[config.mk]
export PLATFORM = sky130hd
export DESIGN_NAME = desc_fetch_seq
export DESIGN_NICKNAME = d
export VERILOG_FILES = /design/src/rtl/desc_fetch_seq.sv
export SDC_FILE = /design/constraint.sdc
export NUM_CORES = 1
export LEC_CHECK = 0
export BUFFER_PORTS_ARGS = -buffer_cell sky130_fd_sc_hd__buf_2
export CAP_MARGIN = 20
export CORE_ASPECT_RATIO = 0.75
export CORE_UTILIZATION = 36
export CTS_CLUSTER_SIZE = 28
export DETAILED_ROUTE_END_ITERATION = 8
export SLEW_MARGIN = 5
export SYNTH_ARGS = -nofsm -noshare
export SYNTH_HDL_FRONTEND = slang
export SYNTH_SLANG_ARGS = --single-unit
[constraint.sdc]
create_clock -name clk -period 6.7 [get_ports clk]
set_input_delay 1.34 -clock clk [delete_from_list [all_inputs] [get_ports clk]]
set_output_delay 1.34 -clock clk [all_outputs]
set_load 0.01 [all_outputs]
[src/rtl/desc_fetch_seq.sv]
module desc_fetch_seq #(
  parameter int NUM_DESC = 60,
  parameter int DW       = 16,
  parameter int IDX_W    = 3,
  parameter int CH_W     = 2,
  parameter int IV_CHANS = 2,
  parameter int MODE_BIT = 15
) (
  input  logic                            clk,
  input  logic                            rst_n,
  input  logic                            start_i,
  input  logic [$clog2(NUM_DESC)-1:0]     desc_num_i,
  input  logic [CH_W-1:0]                 chan_i,
  input  logic                            space_i,
  output logic                            rd_req_o,
  output logic [$clog2(NUM_DESC)+IDX_W-1:0] rd_addr_o,
  output logic                            rd_space_o,
  input  logic                            rd_ack_i,
  input  logic [DW-1:0]                   rd_data_i,
  output logic                            busy_o,
  output logic                            done_o,
  output logic                            err_o,
  output logic [DW-1:0]                   mode_o,
  output logic [DW-1:0]                   len_o,
  output logic [DW-1:0]                   a1_base_o,
  output logic [DW-1:0]                   a1_attr_o,
  output logic [DW-1:0]                   a2_base_o,
  output logic [DW-1:0]                   a2_attr_o,
  output logic [DW-1:0]                   interval_o
);
  localparam int DN_W = $clog2(NUM_DESC);
  localparam int NFLD = (1 << IDX_W) - 1;
  localparam logic [DN_W-1:0]  LAST_DESC = DN_W'(NUM_DESC - 1);
  localparam logic [IDX_W-1:0] LAST_PLAIN = IDX_W'(3);
  localparam logic [IDX_W-1:0] LAST_A2A   = IDX_W'(5);
  localparam logic [IDX_W-1:0] LAST_IV    = IDX_W'(6);

  logic              busy_q, done_q, err_q, sp_q, a2a_q;
  logic [IDX_W-1:0]  idx_q;
  logic [DN_W-1:0]   dn_q;
  logic [CH_W-1:0]   ch_q;
  logic [DW-1:0]     fld_q [NFLD];

  wire accept  = start_i && !busy_q;
  wire bad_num = desc_num_i > LAST_DESC;
  wire a2a_now = (idx_q == '0) ? rd_data_i[MODE_BIT] : a2a_q;
  wire iv_chan = ch_q < CH_W'(IV_CHANS);
  wire [IDX_W-1:0] last_idx = !a2a_now ? LAST_PLAIN : (iv_chan ? LAST_IV : LAST_A2A);

  always_ff @(posedge clk) begin
    if (!rst_n) begin
      busy_q <= 1'b0;
      done_q <= 1'b0;
      err_q  <= 1'b0;
      sp_q   <= 1'b0;
      a2a_q  <= 1'b0;
      idx_q  <= '0;
      dn_q   <= '0;
      ch_q   <= '0;
      for (int i = 0; i < NFLD; i++) fld_q[i] <= '0;
    end else begin
      done_q <= 1'b0;
      err_q  <= 1'b0;
      if (accept) begin
        if (bad_num) begin
          err_q <= 1'b1;
        end else begin
          busy_q <= 1'b1;
          idx_q  <= '0;
          dn_q   <= desc_num_i;
          ch_q   <= chan_i;
          sp_q   <= space_i;
          a2a_q  <= 1'b0;
          for (int i = 0; i < NFLD; i++) fld_q[i] <= '0;
        end
      end else if (busy_q && rd_ack_i) begin
        fld_q[idx_q] <= rd_data_i;
        if (idx_q == '0) a2a_q <= rd_data_i[MODE_BIT];
        if (idx_q == last_idx) begin
          busy_q <= 1'b0;
          done_q <= 1'b1;
        end else begin
          idx_q <= idx_q + 1'b1;
        end
      end
    end
  end

  assign rd_req_o   = busy_q;
  assign rd_addr_o  = {dn_q, idx_q};
  assign rd_space_o = sp_q;
  assign busy_o     = busy_q;
  assign done_o     = done_q;
  assign err_o      = err_q;
  assign mode_o     = fld_q[0];
  assign len_o      = fld_q[1];
  assign a1_base_o  = fld_q[2];
  assign a1_attr_o  = fld_q[3];
  assign a2_base_o  = fld_q[4];
  assign a2_attr_o  = fld_q[5];
  assign interval_o = fld_q[6];
endmodule


; ---- Word-level counts from Yosys, hierarchy flattened
; Memories as Yosys holds them, arrays and structs flattened.
; Cells that the tools add are included.
[op_classes]
n_addsub = 1
muxes = 35
reduce_logical = 13
eq_ne = 3
order_cmp = 2
bitwise_logic = 10
[ops]
columns = op, n
row1 = 16-bit 2-to-1 mux, 8
row2 = 1-bit 2-to-1 mux, 20
row3 = 3-bit 2-to-1 mux, 6
row4 = 16-bit OR reduction, 1
row5 = 1-bit bitwise OR, 7
row6 = "6-bit greater-than comparator, second input constant", 1
row7 = 2-bit AND reduction, 3
row8 = 3-bit AND reduction, 2
row9 = "2-bit inequality test, second input constant", 2
row10 = 2-bit nonzero test, 2
row11 = "3-bit by 1-bit adder with 3-bit output, second input constant", 1
row12 = 3-bit equality test, 1
row13 = 3-bit logical NOT, 1
row14 = 1-bit inverter, 3
row15 = 3-bit OR reduction, 1
row16 = 1-bit logical AND, 2
row17 = "2-bit < comparator, second input constant", 1
row18 = 2-bit 2-to-1 mux, 1
row19 = 1-bit logical NOT, 1
[totals]
mem_bits_rw = 112
out_inout_bits = 126
inputBits = 29
reg_bits = 16
word_cells = 73
n_memories = 1
[mem_list]
columns = memory, depth, word_bits, read_ports, rd_clocked_by_memory_dff, wr, line_no
row1 = fld_q, 7, 16, 7, 0, 7, 42  ; logic [DW-1:0] fld_q [NFLD];

; ---- Logic depth before layout (Yosys ltp)
[logic_depth]
word_depth = 7
depth_mapped = 7
depth_no_buf = 6

; ---- Worst setup path after synthesis
; Ideal clock, no wire load.
[synth_path]
path_kind = input -> register
startpoint = input rst_n
endpoint = memory fld_q[5][0], enable pin
setup_ns = 0.411
slack_ns = 3.314
stages = 4
required_ns = 6.289
t_arrival_ns = 2.975
cell_sequence = buf_4 -> and3_1 -> nand2_1 -> o21ai_0
[synth_rtl]
columns = element, line_no
row1 = "start, declared", 10  ; input logic rst_n,
row2 = "end, declared", 42

==> impl_metrics.toml <==
[min_path]
hp-start = "rd_space_o"
hp-class = "reg2reg"

[drt]
ant_nets = 0
vias = 3198
drtIter0Drc = 285
dr.pass1.iters = 5
wl_per_cell_um = 17.5
routed_wl_um = 11800
vias_per_cell = 4.72
remaining_drc_errors = 0

[timing]
setup_tns_ns = 0
whs_ns = 0.463
fin_crit_ns = 3.39
rsz0062_at_grt = "false"
max_freq_mhz = 295
slew_violations = 0
slew_headroom_pct = 32.2
worstMarginPinSlew_ns = 1.01
finalHoldViolations = 0
fin_skew_ns = 0.00843
fin_crit_sh_pct = 50.5
setup_viol = 0

[yosys]
seq_area_frac_synth_pct = 74.1
synth_area_leaders = "edfxtp_1, and2_1, dfxtp_1"
ys.flop_type = "edfxtp_1"
synth_cells = 335
async_reset_ff_share_pct = 0
syn_area_per_cell_um2 = 14.7
synth_edf_count = 112
yosysTopAreaCell = "edfxtp_1"
yosysWarnings = 0
synth_common_cells = "edfxtp_1, and2_1, and3_1"
ys_types = 36
synth_most_common_cell = "edfxtp_1"
ys_seq_elements = 127
syn_area_um2 = 4940
synthesis.nets = 366
synth_top_area_share_pct = 68.1

[pwr]
powerDensity_nw_per_um2 = 309
vdd_drop_max_mv = 0.165
finalPower_mw = 1.99
leakage_nw = 2.95

[layout]
area_delta_synth_final_pct = 30.6
antenna-diode-count = 0
fill_cells = 1196
drive_gt1_share_pct = 38.1
fin_nets = 524

[flow_run]
cap_violations = 0

[critical_path]
cp-startpoint = "rst_n"
required_ns = 6.73
worst-path-max-fanout = 18
cp.arrival_ns = 3.41
worstReg2RegStart = "busy_o"
critPathLaunchType = "primary input"
worst-setup-path-type = "in2reg"
end_kind = "register"

[run_status]
status = "finished clean"

[cts]
cts_tree = "built"
ctsResizeCount = 0
ctsHtreeMaxLevel = 4
clock_path_buffers = 2
post-cts-setup-buffers = 0
clkSinkCount = 127
ctsHoldBuffers = 0
clk_latency_ns = 0.40
clkTransAtPathRegs_ns = 0.06
clockRootBuffer = "clkbuf_16"
cts_buffers = 17

[placement]
dpl.hpwl_um = 8300
portBuffers = 153
place.gp.congestion = 0.807

[floorplan]
dieArea_um2 = 14200
start_util_pct = 37.4
core-area_um2 = 13200
rows = 36
ios = 155
die_x_um = 137
die_h_um = 103

[global_route]
grt_pass1_wl_um = 17300
grt_pass1_vias = 2974
grt_max_degree = 21
grt-ovfl-total = 0
grt_use_total_pct = 17.3
antenna_found_initial = 0
-- metal layers --
metal | share of wire, % | GRT usage, %
met1 | 49 | 24.3
met2 | 44 | 25.6
met3 | 6.5 | 5.41
met4 | 0.59 | 4.99
met5 | 0 | 0
-- cells by family after synthesis --
logic type | share of synthesized area (%)
mux | 0.405
simple gates | 19.6
flops | 74.1
fa+ha+maj | 0.506
buf+inv | 1.82
compound gates | 3.55
-- flip-flops by register name, summed over array words and instances, names as in the netlist --
register    count
err_o           1
dn_q            6
idx_q           3
busy_o          1
a2a_q           1
rd_space_o      1
done_o          1
ch_q            1
fld_q         112
-- where the power goes --
part	switching, mW	internal [mW]	total (mW)
Clock	0.338	0.583	0.921
Sequential	0.0177	0.911	0.929
Combinational	0.0938	0.0474	0.141
-- worst paths after layout --
kind / endpoint / slack [ns] / cells after the start
setup reg to reg: fld_q[6][3] / 3.99 / 4
hold reg to reg: rd_space_o / 0.46 / 2
hold / removal: rd_space_o / 0.46 / 2
setup / recovery: fld_q[6][3] / 3.31 / 5
-- cells in the final DEF (no fill, tap or decap), types with 4 or more instances in the layout --
master,n
edfxtp_1,112
a21oi_1,8
buf_2,153
and2_1,98
nand4_1,4
nand2_1,16
and3_1,18
nand2b_1,6
dfxtp_1,15
nand3_1,4
clkbuf_16,17
nor2b_1,4
-- stage by stage --
stage	cell area, um2	std cells	util, %	worst slack [ns]
after floorplan	4940	335	-	3.31
after global placement	5850	644	44.3	2.92
after detailed placement	5850	644	44.3	2.85
after CTS	6450	676	48.8	3.28
after global routing	6450	677	48.9	3.04
final	6450	677	48.9	3.31
-- final cells by class --
class / instances / area, um2 / share of cell area (%)
timing repair buffer: 155 / 781 / 12.1
tap: 171 / 214 / 3.32
clock buffer: 17 / 425 / 6.59
inverter: 3 / 11.3 / 0.174
clock inverter: 15 / 168 / 2.60
sequential: 127 / 3660 / 56.8
multi-input combinational: 189 / 1190 / 18.5
-- critical path: stages --
cell and delay [ns]:
buf_2 0.19, nand3_1 0.15, nor2_2 0.48, and3_1 0.55, nand2b_1 0.70
Power figures use the tool's default switching activity.
